### config.mk
export PLATFORM = sky130hd
export DESIGN_NAME = pgarb_top
export DESIGN_NICKNAME = d
export VERILOG_FILES = /design/src/rtl/pgarb_pkg.sv /design/src/rtl/pgarb_prio.sv /design/src/rtl/pgarb_rowtab.sv /design/src/rtl/pgarb_delay.sv /design/src/rtl/pgarb_top.sv
export SDC_FILE = /design/constraint.sdc
export NUM_CORES = 1
export LEC_CHECK = 0
export BUFFER_PORTS_ARGS = -buffer_cell sky130_fd_sc_hd__buf_2
export CAP_MARGIN = 20
export CORE_ASPECT_RATIO = 1.5
export CORE_MARGIN = 2
export CORE_UTILIZATION = 48
export CTS_BUF_LIST = sky130_fd_sc_hd__clkbuf_8
export CTS_CLUSTER_SIZE = 20
export DETAILED_ROUTE_END_ITERATION = 6
export PLACE_DENSITY = 0.68
export SETUP_SLACK_MARGIN = 0.05
export SKIP_CTS_REPAIR_TIMING = 1
export SLEW_MARGIN = 20
export SYNTH_ARGS = -nofsm -noshare
export SYNTH_HDL_FRONTEND = slang
export SYNTH_SLANG_ARGS = --single-unit
### constraint.sdc
create_clock -name clk -period 3 [get_ports clk]
set_input_delay 0.3 -clock clk [delete_from_list [all_inputs] [get_ports clk]]
set_output_delay 0.3 -clock clk [all_outputs]
set_load 0.01 [all_outputs]
### src/rtl/pgarb_pkg.sv
package pgarb_pkg;

    typedef enum logic [2:0] {
        ST_IDLE     = 3'd0,
        ST_PRECH    = 3'd1,
        ST_PRE_WAIT = 3'd2,
        ST_ACTV     = 3'd3,
        ST_ACT_WAIT = 3'd4,
        ST_FILL     = 3'd5,
        ST_SERVE    = 3'd6
    } arb_state_e;

endpackage

### src/rtl/pgarb_prio.sv
// Fixed-priority picker: the lowest set index wins.
module pgarb_prio #(
    parameter int N  = 4,
    parameter int IW = 2
) (
    input  logic [N-1:0]  cand,
    output logic          any,
    output logic [IW-1:0] idx
);
    always_comb begin
        any = 1'b0;
        idx = '0;
        for (int i = N - 1; i >= 0; i--) begin
            if (cand[i]) begin
                any = 1'b1;
                idx = IW'(i);
            end
        end
    end
endmodule

### src/rtl/pgarb_rowtab.sv
// Open-row record per bank and page-hit / row-conflict lookup per port.
module pgarb_rowtab #(
    parameter int NPORT  = 4,
    parameter int NBANK  = 4,
    parameter int ROW_W  = 4,
    parameter int BANK_W = 2
) (
    input  logic                    clk,
    input  logic                    rst_n,
    input  logic                    open_en,
    input  logic [BANK_W-1:0]       open_bank,
    input  logic [ROW_W-1:0]        open_row,
    input  logic                    close_en,
    input  logic [BANK_W-1:0]       close_bank,
    input  logic [NPORT*BANK_W-1:0] port_bank,
    input  logic [NPORT*ROW_W-1:0]  port_row,
    output logic [NPORT-1:0]        hit,
    output logic [NPORT-1:0]        conflict,
    output logic [NBANK-1:0]        bank_open
);
    logic [ROW_W-1:0] row_q [NBANK];
    logic [NBANK-1:0] vld_q;

    always_ff @(posedge clk) begin
        if (!rst_n) begin
            vld_q <= '0;
            for (int b = 0; b < NBANK; b++) row_q[b] <= '0;
        end else begin
            if (close_en) vld_q[close_bank] <= 1'b0;
            if (open_en) begin
                vld_q[open_bank] <= 1'b1;
                row_q[open_bank] <= open_row;
            end
        end
    end

    for (genvar p = 0; p < NPORT; p++) begin : g_lookup
        logic [BANK_W-1:0] pb;
        logic [ROW_W-1:0]  pr;
        assign pb          = port_bank[p*BANK_W +: BANK_W];
        assign pr          = port_row[p*ROW_W +: ROW_W];
        assign hit[p]      = vld_q[pb] && (row_q[pb] == pr);
        assign conflict[p] = vld_q[pb] && (row_q[pb] != pr);
    end

    assign bank_open = vld_q;

    // Opening and closing come from different FSM states and never coincide.
    assert_open_close_apart_R3: assert property (@(posedge clk) disable iff (!rst_n)
        !(open_en && close_en));
endmodule

### src/rtl/pgarb_delay.sv
// Down-counter for precharge and activation waits.
module pgarb_delay #(
    parameter int CNT_W = 2
) (
    input  logic             clk,
    input  logic             rst_n,
    input  logic             load,
    input  logic [CNT_W-1:0] load_val,
    input  logic             tick,
    output logic             zero
);
    logic [CNT_W-1:0] cnt_q;

    always_ff @(posedge clk) begin
        if (!rst_n)                    cnt_q <= '0;
        else if (load)                 cnt_q <= load_val;
        else if (tick && cnt_q != '0)  cnt_q <= cnt_q - 1'b1;
    end

    assign zero = (cnt_q == '0);
endmodule

### src/rtl/pgarb_top.sv
module pgarb_top
    import pgarb_pkg::*;
#(
    parameter int NPORT   = 4,
    parameter int NBANK   = 4,
    parameter int ROW_W   = 4,
    parameter int ACT_DLY = 3,
    parameter int PRE_DLY = 2,
    localparam int BANK_W = $clog2(NBANK),
    localparam int PIDX_W = $clog2(NPORT),
    localparam int DMAX   = (ACT_DLY > PRE_DLY) ? ACT_DLY : PRE_DLY,
    localparam int CNT_W  = $clog2(DMAX + 1)
) (
    input  logic                    clk,
    input  logic                    rst_n,
    input  logic [NPORT-1:0]        req_i,
    input  logic [NPORT*BANK_W-1:0] bank_i,
    input  logic [NPORT*ROW_W-1:0]  row_i,
    input  logic [NPORT-1:0]        wr_i,
    input  logic [NPORT-1:0]        done_i,
    output logic [NPORT-1:0]        gnt_o,
    output logic                    gnt_wr_o,
    output logic                    pre_o,
    output logic [BANK_W-1:0]       pre_bank_o,
    output logic                    act_o,
    output logic [BANK_W-1:0]       act_bank_o,
    output logic [ROW_W-1:0]        act_row_o
);
    arb_state_e        state_q, state_d;
    logic [PIDX_W-1:0] pend_q, pend_d;
    logic [PIDX_W-1:0] cur_q, cur_d;
    logic [BANK_W-1:0] pbank_q, pbank_d;
    logic [ROW_W-1:0]  prow_q, prow_d;
    logic              ins_q, ins_d;

    logic [NPORT-1:0]  hit, conflict, lo_cand;
    logic [NBANK-1:0]  bank_open;
    logic              top_any, lo_any, dly_zero, dly_load, dly_tick;
    logic [PIDX_W-1:0] top_idx, lo_idx;
    logic [CNT_W-1:0]  dly_val;

    pgarb_prio #(.N(NPORT), .IW(PIDX_W)) u_top_pick (
        .cand(req_i), .any(top_any), .idx(top_idx)
    );

    // Lower ports that hit an open row in a bank other than the one being opened.
    for (genvar p = 0; p < NPORT; p++) begin : g_lo
        assign lo_cand[p] = req_i[p] && hit[p] && (PIDX_W'(p) > pend_q)
                            && (bank_i[p*BANK_W +: BANK_W] != pbank_q);
    end

    pgarb_prio #(.N(NPORT), .IW(PIDX_W)) u_lo_pick (
        .cand(lo_cand), .any(lo_any), .idx(lo_idx)
    );

    pgarb_rowtab #(.NPORT(NPORT), .NBANK(NBANK), .ROW_W(ROW_W), .BANK_W(BANK_W)) u_rowtab (
        .clk(clk), .rst_n(rst_n),
        .open_en(state_q == ST_ACTV), .open_bank(pbank_q), .open_row(prow_q),
        .close_en(state_q == ST_PRECH), .close_bank(pbank_q),
        .port_bank(bank_i), .port_row(row_i),
        .hit(hit), .conflict(conflict), .bank_open(bank_open)
    );

    assign dly_load = (state_q == ST_PRECH) || (state_q == ST_ACTV);
    assign dly_val  = (state_q == ST_ACTV) ? CNT_W'(ACT_DLY - 1) : CNT_W'(PRE_DLY - 1);
    assign dly_tick = (state_q == ST_PRE_WAIT) || (state_q == ST_ACT_WAIT) || (state_q == ST_FILL);

    pgarb_delay #(.CNT_W(CNT_W)) u_delay (
        .clk(clk), .rst_n(rst_n), .load(dly_load), .load_val(dly_val),
        .tick(dly_tick), .zero(dly_zero)
    );

    // State register
    always_ff @(posedge clk) begin
        if (!rst_n) begin
            state_q <= ST_IDLE;
            pend_q  <= '0;
            cur_q   <= '0;
            pbank_q <= '0;
            prow_q  <= '0;
            ins_q   <= 1'b0;
        end else begin
            state_q <= state_d;
            pend_q  <= pend_d;
            cur_q   <= cur_d;
            pbank_q <= pbank_d;
            prow_q  <= prow_d;
            ins_q   <= ins_d;
        end
    end

    // Next-state logic
    always_comb begin
        state_d = state_q;
        pend_d  = pend_q;
        cur_d   = cur_q;
        pbank_d = pbank_q;
        prow_d  = prow_q;
        ins_d   = ins_q;
        unique case (state_q)
            ST_IDLE: begin
                if (top_any) begin
                    if (hit[top_idx]) begin
                        state_d = ST_SERVE;
                        cur_d   = top_idx;
                    end else begin
                        state_d = conflict[top_idx] ? ST_PRECH : ST_ACTV;
                        pend_d  = top_idx;
                        pbank_d = bank_i[top_idx*BANK_W +: BANK_W];
                        prow_d  = row_i[top_idx*ROW_W +: ROW_W];
                    end
                end
            end
            ST_PRECH:    state_d = ST_PRE_WAIT;
            ST_PRE_WAIT: if (dly_zero) state_d = ST_ACTV;
            ST_ACTV: begin
                state_d = ST_ACT_WAIT;
                ins_d   = 1'b0;
            end
            ST_ACT_WAIT: begin
                if (dly_zero) begin
                    state_d = ST_SERVE;
                    cur_d   = pend_q;
                end else if (!ins_q && lo_any) begin
                    state_d = ST_FILL;
                    cur_d   = lo_idx;
                    ins_d   = 1'b1;
                end
            end
            ST_FILL:  if (done_i[cur_q]) state_d = ST_ACT_WAIT;
            ST_SERVE: if (done_i[cur_q]) state_d = ST_IDLE;
            default:  state_d = ST_IDLE;
        endcase
    end

    // Output logic
    always_comb begin
        gnt_o      = '0;
        gnt_wr_o   = 1'b0;
        pre_o      = 1'b0;
        act_o      = 1'b0;
        pre_bank_o = pbank_q;
        act_bank_o = pbank_q;
        act_row_o  = prow_q;
        unique case (state_q)
            ST_PRECH: pre_o = 1'b1;
            ST_ACTV:  act_o = 1'b1;
            ST_FILL, ST_SERVE: begin
                gnt_o    = NPORT'(1) << cur_q;
                gnt_wr_o = wr_i[cur_q];
            end
            default: ;
        endcase
    end

    // Checker state: inserted accesses since the last activate.
    logic [1:0] fill_cnt_q;
    logic       was_fill_q;
    always_ff @(posedge clk) begin
        if (!rst_n) begin
            fill_cnt_q <= '0;
            was_fill_q <= 1'b0;
        end else begin
            was_fill_q <= (state_q == ST_FILL);
            if (act_o)
                fill_cnt_q <= '0;
            else if (state_q == ST_FILL && !was_fill_q && fill_cnt_q != 2'd3)
                fill_cnt_q <= fill_cnt_q + 2'd1;
        end
    end

    assert_gnt_onehot_R4: assert property (@(posedge clk) disable iff (!rst_n)
        $onehot0(gnt_o));

    assert_gnt_hold_R4: assert property (@(posedge clk) disable iff (!rst_n)
        ((|gnt_o) && !(|(done_i & gnt_o))) |=> (gnt_o == $past(gnt_o)));

    assert_gnt_page_open_R11: assert property (@(posedge clk) disable iff (!rst_n)
        (|gnt_o) |-> hit[cur_q]);

    assert_act_bank_closed_R3: assert property (@(posedge clk) disable iff (!rst_n)
        act_o |-> !bank_open[act_bank_o]);

    assert_one_insert_R6: assert property (@(posedge clk) disable iff (!rst_n)
        fill_cnt_q < 2'd2);

    assert_insert_lower_R7: assert property (@(posedge clk) disable iff (!rst_n)
        (state_q == ST_FILL) |-> (cur_q > pend_q));

    assert_no_pre_act_overlap_R3: assert property (@(posedge clk) disable iff (!rst_n)
        pre_o |=> !act_o);
endmodule

== Word level (Yosys, flattened, before mapping) ==
Memory sizes are Yosys's and may differ from the RTL's.
Cells that the tools add are included.

* Memories kept: 1
* Register bits: 20
* Input bits: 38
* Output and inout bits: 15
* RAM bits: 16

* Bitwise operators: 4
* Shift operators: 3
* Reductions and logical operators: 39
* Mux-type cells: 67
* Add/subtract/negate cells: 1
* Equality and inequality tests: 26
* $lt $le $gt $ge: 12

{| class="wikitable"
|+ Memories
! name !! depth !! width !! rd ports !! clocked after memory_dff !! wr ports !! line !! source
|-
| u_rowtab.row_q || 4 || 4 || 4 || 0 || 4 || pgarb_rowtab.sv:21 || <nowiki>logic [ROW_W-1:0] row_q [NBANK];</nowiki>
|}

{| class="wikitable"
|+ Operator list
! cell !! count
|-
| 2-bit 2-to-1 mux || 17
|-
| 1-bit 2-to-1 mux || 26
|-
| 1-bit logical AND || 23
|-
| 2-bit by 3-bit less-than comparator with 1-bit output, second input constant || 7
|-
| 3-bit 2-to-1 mux || 7
|-
| 3-bit case mux with 7 select lines || 1
|-
| 4-bit 2-to-1 mux || 5
|-
| 1-bit binary-select mux with 2-bit select || 8
|-
| 4-bit equality test || 4
|-
| 4-bit inequality test || 4
|-
| 16-bit by 5-bit variable part select with 4-bit output || 1
|-
| 2-bit inequality test, second input constant || 5
|-
| 3-bit equality test, second input constant || 3
|-
| 2-bit inequality test || 4
|-
| 2-bit nonzero test || 4
|-
| 8-bit by 4-bit variable part select with 2-bit output || 1
|-
| 3-bit by 2-bit equality test with 1-bit output, second input constant || 2
|-
| 3-bit AND reduction || 2
|-
| 5-bit AND reduction || 1
|-
| 4-bit AND || 1
|-
| 1-bit by 2-bit greater-than comparator with 1-bit output, first input constant || 2
|-
| 2-bit greater-than comparator, first input constant || 2
|-
| 2-bit by 1-bit inequality test with 1-bit output, second input constant || 2
|-
| 4-bit inverter || 1
|-
| other kinds (17) || 19
|}

== Longest topological paths before layout ==
* Depth in word-level cells: 14
* Depth in mapped cells: 9
* Mapped depth without buffers: 8

== Hierarchy ==
Synthesis repeated with hierarchy kept, for this count alone.

* Cells, all modules: 266
* Area total of the unflattened synthesis: 2929.1 um^2

{| class="wikitable"
|+ By module, submodules not included
! module !! cells an instance !! times used !! sequential area each (um^2) !! area an instance (um^2)
|-
| pgarb_rowtab || 113 || 1 || 560.5 || 1574.0
|-
| pgarb_top || 125 || 1 || 280.3 || 1162.4
|-
| pgarb_delay || 14 || 1 || 40.0 || 122.6
|-
| pgarb_prio || 7 || 2 || 0.0 || 35.0
|}

== Least setup slack after synthesis ==
Ideal clock, no wire load.

* Kind: input port to flip-flop
* Start: input bank_i[2]
* End: register pend_q[1]
* Path slack: 0.800 ns
* Path buffers: 1
* Arrival time: 2.085 ns
* Cell stages on the path: 8
* Data required time: 2.884 ns
* Setup time: 0.116 ns
* Cell sequence: buf_2 mux4_2 xnor2_1 nand4_1 nor2_1 o31ai_2 nand3_4 a31o_1

* Word-level cells in the longest chain between the ends: 7
* Elaborated cells on any way between the ends: 9
* Those cells by class: eq/ne (1); mux (4); bitwise (1); reduce/logical (2); memory (1)

{| class="wikitable"
|+ RTL lines
! item !! line !! source
|-
| from (decl) || pgarb_top.sv:17 || <nowiki>input logic [NPORT*BANK_W-1:0] bank_i,</nowiki>
|-
| memory 4 x 4 bit / 1-bit binary-select mux with 2-bit select (equally long branches) || - ||
|-
| 4-bit equality test / 1-bit 2-to-1 mux (equally long branches) || pgarb_rowtab.sv:42 || <nowiki>assign hit[p] = vld_q[pb] && (row_q[pb] == pr);</nowiki>
|-
| 1-bit logical AND * || pgarb_rowtab.sv:42 ||
|-
| 1-bit binary-select mux with 2-bit select * || pgarb_top.sv:103 || <nowiki>if (hit[top_idx]) begin</nowiki>
|-
| 1-bit 2-to-1 mux (not written as such) * || pgarb_top.sv:103 ||
|-
| 1-bit inverter (no line) * || - ||
|-
| 3-bit AND reduction (no line) * || - ||
|-
| to (signal assigned) || pgarb_top.sv:84 || <nowiki>pend_q <= pend_d;</nowiki>
|-
| to (decl) || pgarb_top.sv:30 || <nowiki>logic [PIDX_W-1:0] pend_q, pend_d;</nowiki>
|}

Mark *: on every way between the ends. The rest lies on a longest branch, timed or not. The select of a mux whose other input is x is not followed.
A chain may end at the register's enable or synchronous reset.

==> impl_metrics.py <==
metrics = {
    "clocking": {
        "clockBufferDepth": 2,
        "cts_sinks": 36,
        "root_buffer": "clkbuf_8",
        "numCtsBuffers": 5,
        "path_clk_slew_ps": 80,
        "cts_tree": "done",
        "htreeDepth": 2,
        "insertion_delay_ps": 300,
    },
    "power_and_ir_drop": {
        "p_leak_nw": 1.309,
        "p_per_area_nw_per_um2": 629.0,
        "ir_worst_vdd_v": 0.0003074,
        "total_power_mw": 2.116,
    },
    "critical_path": {
        "arrival_ps": 2560,
        "crit_type": "flip-flop to flip-flop",
        "cp_max_fo": 8,
        "setup.worst_path.start_class": "flip-flop",
        "cp.required_ps": 3200,
        "end_kind": "flip-flop",
    },
    "cells_and_area": {
        "layout-drive-gt1-share_pct": 31.52,
        "register_area_sq_um": 880.8,
        "fillers": 550,
        "syn2layout_area_growth_pct": 11.67,
        "multi_input_area_sq_um": 1971,
        "fin_nets": 368,
        "antennaDiodeCount": 0,
        "post-route-util_pct": 55.27,
    },
    "synth": {
        "ys_ff_latch": 36,
        "ys_top_cells_by_area": "mux4_2 (18%), edfxtp_1 (16%), dfxtp_1 (13%), nand2_1 (4.6%), mux2i_1 (4.3%)",
        "synth-seq-area-share_pct": 29.24,
        "syn_area_sq_um": 3013,
        "synth_ff_type": "dfxtp_1",
        "syn_nets": 332,
        "synth.avg_cell_area_sq_um": 10.28,
        "synth-async-reset-ratio_pct": 0,
        "synth_cell_types": 66,
        "synth_largest_area_cell": "mux4_2",
        "synth_top_area_share_pct": 17.94,
        "synth_edf_count": 16,
        "syn_inst": 293,
        "ys_warn_count": 0,
    },
    "timing": {
        "tns_ps": 0,
        "finalSetupViolCount": 0,
        "period_needed_ps": 2361,
        "clock.fmax_mhz": 423.5,
        "timing.final.hold_violations": 0,
        "finClkSkew_ps": 5.663,
        "hold_ws_ps": 426.7,
        "slew_headroom_pct": 52.60,
        "drv_slew": 0,
        "worst_pin_slew_ps": 705.6,
        "fin_ws_ps": 638.9,
        "finalCritPeriodShare_pct": 78.70,
        "rsz0062_at_grt": "no",
    },
    "placement": {
        "dp_hpwl_um": 6273,
        "finalWeightedCongestion": 0.9163,
        "pre_cts_ws_ps": 564.7,
        "portBuffers": 52,
    },
    "drt": {
        "drcViolationCount": 0,
        "antenna_left": 0,
        "vias": 2499,
        "drt_iter0_drc": 138,
        "first_pass_iters": 4,
        "via_per_inst": 6.186,
        "drt_wl_total_um": 7823,
        "wire_per_inst_um": 19.36,
    },
    "grt": {
        "met1_usage_pct": 23.08,
        "grt_pass1_vias": 2451,
        "grt_max_degree": 30,
        "grt_pass1_wl_um": 12000,
        "met3_usage_pct": 3.464,
        "grt.busiest_layer": "met2",
        "grt_util_all_layers_pct": 23.82,
        "grt-ovfl-total": 0,
        "antenna_found_initial": 0,
        "use_met2_pct": 44.67,
    },
    "run": {
        "cap_violations": 0,
    },
    "min_path": {
        "hp-class": "input port to flip-flop",
    },
    "floorplan": {
        "fp.coreArea_sq_um": 6087,
        "io_pins": 53,
        "dieWidth_um": 68.69,
        "design.die.area_sq_um": 6940,
        "die_y_um": 101.0,
        "rows": 35,
        "initial_utilization_pct": 49.50,
    },
    "outcome": {
        "status": "complete, no violations",
    },
}
-- logic make-up (layout without fill, tap and decap cells) --
group / Yosys count / count (layout) / share of synthesized area, %
multiplexers: 40 / 40 / 24.38
flip-flops: 36 / 36 / 29.24
buffers and inverters: 35 / 72 / 5.357
adder cells (fa/ha/maj): 1 / 1 / 0.4152
AND/OR/NAND/NOR: 103 / 103 / 17.86
AO/OA/AOI/OAI: 53 / 53 / 13.12
XOR/XNOR: 25 / 25 / 9.635
-- power breakdown --
| group | internal (mW) | total (mW) | switching, mW |
|---|---|---|---|
| clock network | 0.246 | 0.442 | 0.195 |
| logic | 0.409 | 0.910 | 0.501 |
| registers | 0.602 | 0.764 | 0.162 |
| total | 1.26 | 2.12 | 0.859 |
-- cell usage after synthesis (4+ instances only) --
cell / n
nand3_1: 8
a21oi_1: 9
xnor2_1: 9
inv_1: 10
o21ai_0: 12
nand2b_1: 5
mux4_2: 24
clkbuf_1: 16
or3_1: 5
nand2_1: 37
nor3_1: 4
xnor2_2: 7
edfxtp_1: 16
xor2_1: 8
dfxtp_1: 20
mux2i_1: 13
nor2_1: 23
-- metal layers --
layer | share of wire (%) | wire, um
met1 | 33 | 2597
met2 | 57 | 4427
met3 | 5.2 | 406
met4 | 5.0 | 391
met5 | 0 | 0
-- worst paths after layout --
path | to | slack, ps | from | cells past startpoint
setup reg to reg | pend_q[1] | 640 | u_rowtab.row_q[3][0] | 7
hold / removal | u_rowtab.bank_open[1] | 430 | rst_n | 3
setup / recovery | pend_q[1] | 640 | u_rowtab.row_q[3][0] | 7
hold reg to reg | act_row_o[0] | 500 | act_row_o[0] | 2
-- critical path: stages, from the launching register on --
cell and delay (ps):
edfxtp_1 440, mux4_2 500, xnor2_1 150, nand4_1 150, nor2_1 90, o31ai_2 420
nand3_4 220, a31o_1 280
-- registers in the layout, summed over array words and instances (netlist names) --
register,count
u_rowtab.bank_open,4
u_delay.cnt_q,2
pend_q,2
state_q,3
act_bank_o,2
act_row_o,4
ins_q,1
u_rowtab.row_q,16
cur_q,2
-- area by class of cell --
cell class	count	area share, %
clock inverter	3	1.264
multi-input combinational	222	58.57
timing repair buffer	53	7.958
inverter	11	1.227
tap	74	2.752
sequential	36	26.18
clock buffer	5	2.045
-- stage by stage --
stage	cells	area, sq um
final	404	3364
after global routing	404	3364
after CTS	404	3364
after detailed placement	396	3253
after global placement	396	3253
after floorplan	293	3013
-- placed cells by master, fill, tap and decap left out, types with 2 or more instances in the layout --
cell type  netlist  routed
o31a_1           2       2
nor4_1           2       2
buf_2            2      52
o2111ai_1        3       3
nand4_4          2       2
nand2_1         37      37
nor3_1           4       4
a221o_1          2       2
inv_1           10      10
o22ai_1          3       3
xor2_1           8       8
mux2i_1         13      13
xnor2_2          7       7
nand2b_1         5       5
nor2_1          23      23
clkbuf_8         0       5
nand4_1          2       2
nor2b_1          3       3
edfxtp_1        16      16
dfxtp_1         20      20
mux4_1           2       2
mux4_2          24      24
xnor2_1          9       9
a21oi_1          9       9
nand3_1          8       8
o21ai_0         12      12
or3_1            5       5
nor3b_1          2       2
o211ai_1         2       2
(Power assumes the default switching activity.)
